**src/rtl/flit_link_pkg.sv**
```systemverilog
package flit_link_pkg;
  localparam int FLIT_DATA_W = 64;
  localparam int FLIT_CTRL_W = 6;
  localparam int FLIT_W      = FLIT_DATA_W + FLIT_CTRL_W;
  localparam int PHIT_W      = 14;
  localparam int N_PHITS     = (FLIT_W + PHIT_W - 1) / PHIT_W;
  localparam int KIND_W      = 2;
  localparam int SHORT_WORDS = 1;
  localparam int LONG_WORDS  = 8;

  typedef enum logic [KIND_W-1:0] {
    KIND_IDLE = 2'd0,
    KIND_TAG  = 2'd1,
    KIND_BODY = 2'd2,
    KIND_EOP  = 2'd3
  } flit_kind_e;
endpackage

```
**src/rtl/flit_tx_ser.sv**
```systemverilog
module flit_tx_ser
  import flit_link_pkg::*;
#(
  parameter int FW  = FLIT_W,
  parameter int PW  = PHIT_W,
  parameter int NPH = N_PHITS
) (
  input  logic          clk,
  input  logic          rst_n,
  input  logic [FW-1:0] flit_i,
  input  logic          valid_i,
  output logic          ready_o,
  output logic [PW-1:0] phit_o,
  output logic          phit_vld_o
);
  localparam int PAD_W = NPH * PW;
  localparam int PH_W  = (NPH > 1) ? $clog2(NPH) : 1;
  localparam logic [PH_W-1:0] LAST_PH = PH_W'(NPH - 1);

  logic [PH_W-1:0]  phase_q, phase_d;
  logic [PAD_W-1:0] shr_q, shr_d;
  logic [PW-1:0]    phit_q, phit_d;
  logic             vld_q;
  logic [PAD_W-1:0] padded;

  assign ready_o = (phase_q == '0);

  always_comb begin
    phase_d = (phase_q == LAST_PH) ? '0 : phase_q + 1'b1;
    padded  = '0;
    if (phase_q == '0) begin
      if (valid_i) padded = PAD_W'(flit_i);
      phit_d = padded[PW-1:0];
      shr_d  = padded >> PW;
    end else begin
      phit_d = shr_q[PW-1:0];
      shr_d  = shr_q >> PW;
    end
  end

  always_ff @(posedge clk or negedge rst_n) begin
    if (!rst_n) begin
      phase_q <= '0;
      shr_q   <= '0;
      phit_q  <= '0;
      vld_q   <= 1'b0;
    end else begin
      phase_q <= phase_d;
      shr_q   <= shr_d;
      phit_q  <= phit_d;
      vld_q   <= 1'b1;
    end
  end

  assign phit_o     = phit_q;
  assign phit_vld_o = vld_q;


  ready_gap_chk: assert property (@(posedge clk) disable iff (!rst_n)
    ready_o |=> !ready_o);


  phit_stream_chk: assert property (@(posedge clk) disable iff (!rst_n)
    phit_vld_o |=> phit_vld_o);
endmodule

```
**src/rtl/link_pipe.sv**
```systemverilog
module link_pipe #(
  parameter int W      = 14,
  parameter int STAGES = 1
) (
  input  logic         clk,
  input  logic         rst_n,
  input  logic [W-1:0] d_i,
  input  logic         v_i,
  output logic [W-1:0] d_o,
  output logic         v_o
);
  logic [W-1:0] d_st [STAGES+1];
  logic         v_st [STAGES+1];

  assign d_st[0] = d_i;
  assign v_st[0] = v_i;

  for (genvar s = 0; s < STAGES; s++) begin : g_stage
    always_ff @(posedge clk or negedge rst_n) begin
      if (!rst_n) begin
        d_st[s+1] <= '0;
        v_st[s+1] <= 1'b0;
      end else begin
        d_st[s+1] <= d_st[s];
        v_st[s+1] <= v_st[s];
      end
    end
  end

  assign d_o = d_st[STAGES];
  assign v_o = v_st[STAGES];
endmodule

```
**src/rtl/flit_rx_deser.sv**
```systemverilog
module flit_rx_deser
  import flit_link_pkg::*;
#(
  parameter int FW  = FLIT_W,
  parameter int PW  = PHIT_W,
  parameter int NPH = N_PHITS
) (
  input  logic          clk,
  input  logic          rst_n,
  input  logic [PW-1:0] phit_i,
  input  logic          phit_vld_i,
  output logic [FW-1:0] flit_o,
  output logic          flit_vld_o
);
  localparam int BUF_W = (NPH - 1) * PW;
  localparam int PH_W  = (NPH > 1) ? $clog2(NPH) : 1;
  localparam logic [PH_W-1:0] LAST_PH = PH_W'(NPH - 1);

  logic [PH_W-1:0]  cnt_q, cnt_d;
  logic [BUF_W-1:0] buf_q, buf_d;
  logic [FW-1:0]    flit_q, flit_d;
  logic             flit_en;
  logic             vld_q, vld_d;
  logic [BUF_W+PW-1:0] full;

  always_comb begin
    cnt_d   = cnt_q;
    buf_d   = buf_q;
    flit_en = 1'b0;
    vld_d   = 1'b0;
    full    = {phit_i, buf_q};
    flit_d  = full[FW-1:0];
    if (phit_vld_i) begin
      if (cnt_q == LAST_PH) begin
        cnt_d   = '0;
        flit_en = 1'b1;
        vld_d   = 1'b1;
      end else begin
        cnt_d = cnt_q + 1'b1;
        buf_d = {phit_i, buf_q[BUF_W-1:PW]};
      end
    end
  end

  always_ff @(posedge clk or negedge rst_n) begin
    if (!rst_n) begin
      cnt_q <= '0;
      buf_q <= '0;
      vld_q <= 1'b0;
    end else begin
      cnt_q <= cnt_d;
      buf_q <= buf_d;
      vld_q <= vld_d;
    end
  end

  always_ff @(posedge clk or negedge rst_n) begin
    if (!rst_n)       flit_q <= '0;
    else if (flit_en) flit_q <= flit_d;
  end

  assign flit_o     = flit_q;
  assign flit_vld_o = vld_q;


  flit_pulse_chk: assert property (@(posedge clk) disable iff (!rst_n)
    flit_vld_o |=> !flit_vld_o);
endmodule

```
**src/rtl/flit_framer.sv**
```systemverilog
module flit_framer
  import flit_link_pkg::*;
#(
  parameter int FW    = FLIT_W,
  parameter int DW    = FLIT_DATA_W,
  parameter int SHORT = SHORT_WORDS,
  parameter int LONG  = LONG_WORDS
) (
  input  logic          clk,
  input  logic          rst_n,
  input  logic [FW-1:0] flit_i,
  input  logic          vld_i,
  output logic          deliver_o,
  output logic          eop_o,
  output logic          err_o
);
  localparam int CNT_W = $clog2(LONG + 2);
  localparam logic [CNT_W-1:0] CNT_MAX = {CNT_W{1'b1}};

  flit_kind_e       kind;
  logic [CNT_W-1:0] cnt_q, cnt_d;
  logic [CNT_W:0]   total;

  assign kind  = flit_kind_e'(flit_i[DW +: KIND_W]);
  assign total = {1'b0, cnt_q} + 1'b1;

  always_comb begin
    deliver_o = vld_i && (kind != KIND_IDLE);
    eop_o     = vld_i && (kind == KIND_EOP);
    err_o     = eop_o && (total != (CNT_W+1)'(SHORT)) && (total != (CNT_W+1)'(LONG));
    cnt_d     = cnt_q;
    if (vld_i) begin
      unique case (kind)
        KIND_TAG:  cnt_d = '0;
        KIND_BODY: cnt_d = (cnt_q == CNT_MAX) ? cnt_q : cnt_q + 1'b1;
        KIND_EOP:  cnt_d = '0;
        default:   cnt_d = cnt_q;
      endcase
    end
  end

  always_ff @(posedge clk or negedge rst_n) begin
    if (!rst_n) cnt_q <= '0;
    else        cnt_q <= cnt_d;
  end


  cnt_clear_chk: assert property (@(posedge clk) disable iff (!rst_n)
    eop_o |=> (cnt_q == '0));
endmodule

```
**src/rtl/flit_phit_link.sv**
```systemverilog
module flit_phit_link
  import flit_link_pkg::*;
#(
  parameter int LINK_STAGES = 1
) (
  input  logic              clk,
  input  logic              rst_n,
  input  logic [FLIT_W-1:0] tx_flit,
  input  logic              tx_valid,
  output logic              tx_ready,
  output logic [PHIT_W-1:0] link_phit,
  output logic              link_phit_vld,
  output logic [FLIT_W-1:0] rx_flit,
  output logic              rx_flit_vld,
  output logic              rx_eop,
  output logic              rx_frame_err
);
  logic [PHIT_W-1:0] far_phit;
  logic              far_vld;
  logic [FLIT_W-1:0] raw_flit;
  logic              raw_vld;

  flit_tx_ser u_tx (
    .clk(clk), .rst_n(rst_n), .flit_i(tx_flit), .valid_i(tx_valid),
    .ready_o(tx_ready), .phit_o(link_phit), .phit_vld_o(link_phit_vld)
  );

  link_pipe #(.W(PHIT_W), .STAGES(LINK_STAGES)) u_wire (
    .clk(clk), .rst_n(rst_n), .d_i(link_phit), .v_i(link_phit_vld),
    .d_o(far_phit), .v_o(far_vld)
  );

  flit_rx_deser u_rx (
    .clk(clk), .rst_n(rst_n), .phit_i(far_phit), .phit_vld_i(far_vld),
    .flit_o(raw_flit), .flit_vld_o(raw_vld)
  );

  flit_framer u_frm (
    .clk(clk), .rst_n(rst_n), .flit_i(raw_flit), .vld_i(raw_vld),
    .deliver_o(rx_flit_vld), .eop_o(rx_eop), .err_o(rx_frame_err)
  );

  assign rx_flit = raw_flit;


  eop_with_vld_chk: assert property (@(posedge clk) disable iff (!rst_n)
    rx_eop |-> rx_flit_vld);
endmodule

```
**config.mk**
```make
export PLATFORM = sky130hd
export DESIGN_NAME = flit_phit_link
export DESIGN_NICKNAME = d
export VERILOG_FILES = /design/src/rtl/flit_link_pkg.sv /design/src/rtl/flit_tx_ser.sv /design/src/rtl/link_pipe.sv /design/src/rtl/flit_rx_deser.sv /design/src/rtl/flit_framer.sv /design/src/rtl/flit_phit_link.sv
export SDC_FILE = /design/constraint.sdc
export NUM_CORES = 1
export LEC_CHECK = 0
export BUFFER_PORTS_ARGS = -buffer_cell sky130_fd_sc_hd__buf_2
export CAP_MARGIN = 20
export CELL_PAD_IN_SITES_DETAIL_PLACEMENT = 0
export CELL_PAD_IN_SITES_GLOBAL_PLACEMENT = 1
export CORE_AREA = 4 4 141 143
export CTS_BUF_LIST = sky130_fd_sc_hd__clkbuf_16
export DETAILED_ROUTE_END_ITERATION = 8
export DIE_AREA = 0 0 145 147
export PLACE_DENSITY = 0.75
export SETUP_SLACK_MARGIN = 0.4
export SYNTH_ARGS = -nofsm -noshare
export SYNTH_HDL_FRONTEND = slang
export SYNTH_SLANG_ARGS = --single-unit
```
**constraint.sdc**
```tcl
create_clock -name clk -period 1.8 [get_ports clk]
set_clock_uncertainty 0.1 [all_clocks]
set_input_delay 0.18 -clock clk [delete_from_list [all_inputs] [get_ports clk]]
set_output_delay 0.18 -clock clk [all_outputs]
set_load 0.05 [all_outputs]
```
== Word level (Yosys, flattened, before mapping) ==
Cells that the tools add are included.
W data, S select, Z words.
Word-level totals
  register bits: 223
  output and inout bits: 89
  input port bits: 73
Operators by class
  equality and inequality tests: 9
  reduce and logical (&&, ||, !) cells: 10
  bitwise logic cells: 1
  add/subtract/negate cells: 4
  mux-type cells: 9
Operators by type and width (number)
  $mux W70: 1
  $mux W56: 1
  $mux W14: 1
  $pmux W4 S2: 1
  $add A3 B1 Y3 const B: 2
  $eq A3 B3 Y1 const B: 2
  $mux W3: 2
  $add A4 B1 Y5 const B: 1
  $ne A5 B1 Y1 const B: 1
  $ne A5 B4 Y1 const B: 1
  $add A4 B1 Y4 const B: 1
  $eq A2 B2 Y1 const B: 2
  $eq A4 B4 Y1 const B: 1
  $logic_and A1 B1 Y1: 4
  $mux W4: 1
  $reduce_bool A2 Y1: 2
  $logic_not A3 Y1: 1
  $reduce_and A3 Y1: 1
  $eq A2 B1 Y1 const B: 1
  $mux W1: 2
  $ne A2 B2 Y1 const B: 1
  $reduce_and A2 Y1: 1
  $reduce_or A2 Y1: 1
  $not A1 Y1: 1

== Longest topological paths before layout ==
  depth in word-level cells: 4
  gate-level depth with buffers: 8
  gate-level depth less buffers: 6

== Cells and area by module ==
From an unflattened synthesis, not the netlist that was laid out.
Unflattened totals
  cell total of the unflattened synthesis: 613
  area total of the unflattened synthesis: 8878.5 µm²
Modules (own cells, without submodules)
  flit_rx_deser: cells each 284, area each 5054.8 µm², instances 1, sequential area each 3253.1 µm²
  flit_tx_ser: cells each 282, area each 3150.5 µm², instances 1, sequential area each 1851.8 µm²
  link_pipe: cells each 15, area each 375.4 µm², instances 1, sequential area each 375.4 µm²
  flit_framer: cells each 32, area each 297.8 µm², instances 1, sequential area each 100.1 µm²

== Worst setup path after synthesis ==
No wires, ideal clock.
  kind: reg2out
  from: register u_rx.flit_q[64] (netlist: u_rx.flit_o[64])
  to: output port rx_frame_err
  path buffers: 0
  setup slack: -0.638 ns
  arrival time: 2.158 ns
  data required time: 1.520 ns
  cell stages (with the launch flop): 4
  cells stage by stage: dfrtp_1 and3_1 nand2b_1 o2bb2ai_1
Between the ends
  cells in the longest elaborated chain, start to end: 4
RTL lines
  start, declared: RTL line flit_rx_deser.sv:21  | logic [FW-1:0] flit_q, flit_d;
  start signal, assigned: RTL line flit_rx_deser.sv:59  | else if (flit_en) flit_q <= flit_d;
  $eq A2 B2 Y1: RTL line flit_framer.sv:29  | eop_o = vld_i && (kind == KIND_EOP);
  $logic_and A1 B1 Y1: RTL line flit_framer.sv:29
  named net rx_eop: RTL line flit_phit_link.sv:15  | output logic rx_eop,
  $logic_and A1 B1 Y1 (2 in series): RTL line flit_framer.sv:30  | err_o = eop_o && (total != (CNT_W+1)'(SHORT)) && (total != (CNT_W+1)'(LONG));
  end, declared: RTL line flit_phit_link.sv:16  | output logic rx_frame_err
The timed path passes the listed nets, and every way through them passes these cells.

== Worst setup path after layout ==
  from: register u_frm.cnt_q[0]
  to: output port rx_frame_err
Between the ends
  cells in the longest elaborated chain, start to end: 4
  elaborated cells between the ends (all ways): 5
RTL lines
  start, declared: RTL line flit_framer.sv:21  | logic [CNT_W-1:0] cnt_q, cnt_d;
  start signal, assigned: RTL line flit_framer.sv:44  | else cnt_q <= cnt_d;
  $add A4 B1 Y5 *: RTL line flit_framer.sv:25  | assign total = {1'b0, cnt_q} + 1'b1;
  $ne A5 B1 Y1: RTL line flit_framer.sv:30
  $logic_and A1 B1 Y1: RTL line flit_framer.sv:30
  $logic_and A1 B1 Y1 *: RTL line flit_framer.sv:30
Every way passes the cells marked *; elsewhere a longest branch is shown, timed or not.

==> key figures <==
Outcome
  – Status: finished, violations left
  – Violated checks: setup timing

Clock tree
  – Maximum clock insertion buffer count: 3
  – CTS root buf: clkbuf_16
  – CTS tree: done
  – H-tree Lvls: 1
  – Clk sinks: 223
  – Worst-path clk slew: approximately 0.06 ns
  – Cts bufs inserted: 24
  – Clock latency at the later pin of the worst-skew pair: ~0.50 ns

Layout
  – Fin cells: 1097
  – Nets: roughly 900
  – Layout overhead on the synthesized area: 61.41%
  – Final instance area: between 0.01 and 0.015 mm²
  – Layout cells sized above 1: 0.5534
  – Most frequent cells in the layout: 219 x dfrtp_1, 126 x mux2_4, 74 x buf_4
  – Fill cell count: around 1100
  – Most common cell after layout, fill and taps aside: dfrtp_1
  – Final Util: 0.7195

Synthesis
  – Async set-reset flop share out of synthesis: 1.000
  – YS warnings: 0
  – Unique masters post-synth: 36
  – EDFF count, synth: 0
  – Syn Nets: between 500 and 600
  – Ys flop type: dfrtp_1
  – Mean area per synthesized cell: 16.50 µm²
  – Post-Syn Area: 0.008283 mm²
  – Cell count after synthesis: between 500 and 600
  – Sequential element share of the synthesized area: 0.6737
  – Synthesis-stage register bit count: approximately 220

Critical path
  – Critical Path RT: ~1.5 ns
  – Launch point of the worst reg-to-reg path: u_rx.cnt_q[0]
  – Critical Path Fanout Max: 4
  – Setup CP Type: register to primary output
  – Crit-path slowest cell: dfrtp_2
  – Worst path max stage delay: around 0.45 ns
  – Crit. End Element: primary output
  – Crit-path cells: ha_2, nand4b_1, nand4_1, o2bb2ai_4, buf_6
  – Worst reg2reg path depth: 9
  – Flop-to-flop setup slack: -0.03 ns
  – Crit path arrival time: roughly 1.8 ns
  – Crit path launch type: register
  – Worst R2R End: u_rx.flit_o[35]

Timing
  – Min Clock Period, post-route: roughly 2.1 ns
  – Final-report hold violation count: 0
  – WHS: 0.1427 ns
  – Tcrit/Tclk final: 1.139
  – Final setup viols: 21
  – Worst slew pin tran: 0.5897 ns
  – Setup ws final: -0.2501 ns
  – Slew HR: 0.6069
  – Fmax: a little under 0.5 GHz
  – Slew Limit Fails: 0
  – Unrepaired setup endpoints after global routing: true

Floorplanning
  – Core area: approximately 0.019 mm²
  – Die height: roughly 150 µm
  – Num rows: 50
  – Die area: approximately 0.021 mm²
  – DIE WIDTH: about 150 µm
  – Initial Utilization: 0.4458
  – # IOs: ~160

Routing
  – Drt wl/cell: between 20 and 25 µm
  – Via count: 5695
  – Routed WL: about 24000 µm
  – Drt first-iter violations: between 200 and 250
  – Final ANT Viol Nets: 0
  – Routed vias/inst: approximately 5.2
  – Drt first pass iters: 4
  – DRC Markers: 0

GRT
  – Met3 usage: 0.04257
  – Vias in the first global route: slightly above 6000
  – Initial antenna violation count: 1
  – GR Util met1: 0.2540
  – Grt met2 use: 0.3592
  – Grt peak-use layer: met2
  – Pin count of the biggest net entering global routing: between 70 and 80
  – Congestion Overflow GR: 0
  – Total track usage: 0.2039
  – Wire length of the first global-routing pass: 34950 µm

Pwr
  – Worst vdd ir: about 0.0008 V
  – Power Total: approximately 20000 µW
  – PwrDens: 1495 mW/mm²
  – Leakage: around 0.0067 µW

Worst hold path
  – Hold WC Path Type: input pin to asynchronous set/reset pin

Place
  – DP Wirelength: between 10000 and 15000 µm
  – Placed Area: approximately 0.0097 mm²
  – Inst Count DP: 889
  – Routability Congestion: 0.7713
  – Port-buffer cells: ~160

Flow run
  – MaxCap Viol Count: 0
==> area by class of cell <==
class	instances	area, µm²	area share
Inverter	11	51.30	0.003837
Antenna cell	1	2.502	0.0001872
Timing Repair Buffer	339	3572	0.2672
Sequential cell	223	5585	0.4178
Multi-Input combinational cell	246	3057	0.2286
Tap cell	234	292.8	0.02190
Clock buffer	25	625.6	0.04679
Clock inverter	18	182.7	0.01366
==> per-stage QoR <==
| stage | setup slack (ns) | setup TNS (ns) |
|---|---|---|
| floorplan | 0.2058 | 0 |
| global placement | 0.1286 | 0 |
| detailed placement | 0.08531 | 0 |
| CTS | -0.2446 | -0.2523 |
| global route | -0.3197 | -2.351 |
| finish | -0.2501 | -0.5877 |
==> sequential cells by signal, summed over array words and instances (netlist names) <==
register         flops
u_tx.phase_q         3
u_wire.v_o           1
u_frm.cnt_q          4
u_rx.flit_vld_o      1
u_wire.d_o          14
u_tx.shr_q          56
u_rx.buf_q          56
u_rx.cnt_q           3
u_rx.flit_o         70
u_tx.phit_vld_o      1
u_tx.phit_o         14
==> cell families (layout without fill, tap and decap cells) <==
logic type,after synthesis,count (layout),share of synthesized area
flops,223,223,0.6737
xor+xnor,2,2,0.002115
other cells,1,2,0.0004527
buf+inv,39,393,0.03369
simple gates,31,37,0.02190
fa+ha+maj,7,7,0.01057
compound gates,70,70,0.07100
mux,129,129,0.1866
==> repair_timing <==
action	CTS	global route
gates cloned	19	12
hold endpoints to repair	237	0
pin swaps	10	22
endpoints found under the setup margin	273	237
resized for setup	237	56
hold buffers	72	0
setup buffers	45	16
==> synth_stat cells, types with 2 or more instances <==
library cell	count	share of area
clkbuf_1	6	0.0027
buf_4	7	0.0063
mux2_2	91	0.12
and3_1	15	0.011
o21ai_0	5	0.0030
mux2_1	12	0.016
mux2_4	25	0.045
ha_1	7	0.011
buf_2	2	0.0012
dfrtp_1	223	0.67
buf_12	2	0.0048
nand2b_1	2	0.0015
nand2_1	6	0.0027
inv_1	9	0.0041
a22o_1	56	0.059
o2bb2ai_1	2	0.0021
buf_6	8	0.011
buf_1	2	0.00091
xnor2_1	2	0.0021
nor2_1	2	0.00091
a21oi_1	2	0.0012
inv_2	2	0.00091
==> per-layer routing <==
layer / routed length (µm) / part of all wire
met3: 1360 / 0.057
met5: 0 / 0
met1: 9422 / 0.39
met2: 12440 / 0.52
met4: 751 / 0.031
==> critical path: cells and delay by family, from the launching register on <==
| family | cells | cell delay [ns] |
|---|---|---|
| adder cells (fa/ha/maj) | 1 | 0.20 |
| AO/OA/AOI/OAI | 1 | 0.13 |
| AND/OR/NAND/NOR | 2 | 0.33 |
| buffers and inverters | 1 | 0.17 |
| flip-flops | 1 | 0.45 |
==> worst max path at each step <==
stage | start | to | slack [ns]
after detailed placement | u_rx.cnt_q[0] | u_rx.buf_q[21] | 0.09
after global routing | u_frm.cnt_q[0] | rx_frame_err | -0.32
after global placement | u_rx.cnt_q[0] | u_rx.buf_q[22] | 0.13
after CTS | u_frm.cnt_q[0] | rx_frame_err | -0.24
final | u_frm.cnt_q[0] | rx_frame_err | -0.25
after floorplan | u_rx.flit_o[64] | rx_frame_err | 0.21
==> power by group <==
group	total (µW)	internal, µW	switching, µW
clock	5020	3070	1940
combinational	7700	3800	3900
sequential	7270	6230	1040
Note: power is estimated with default switching activity, not from simulation.
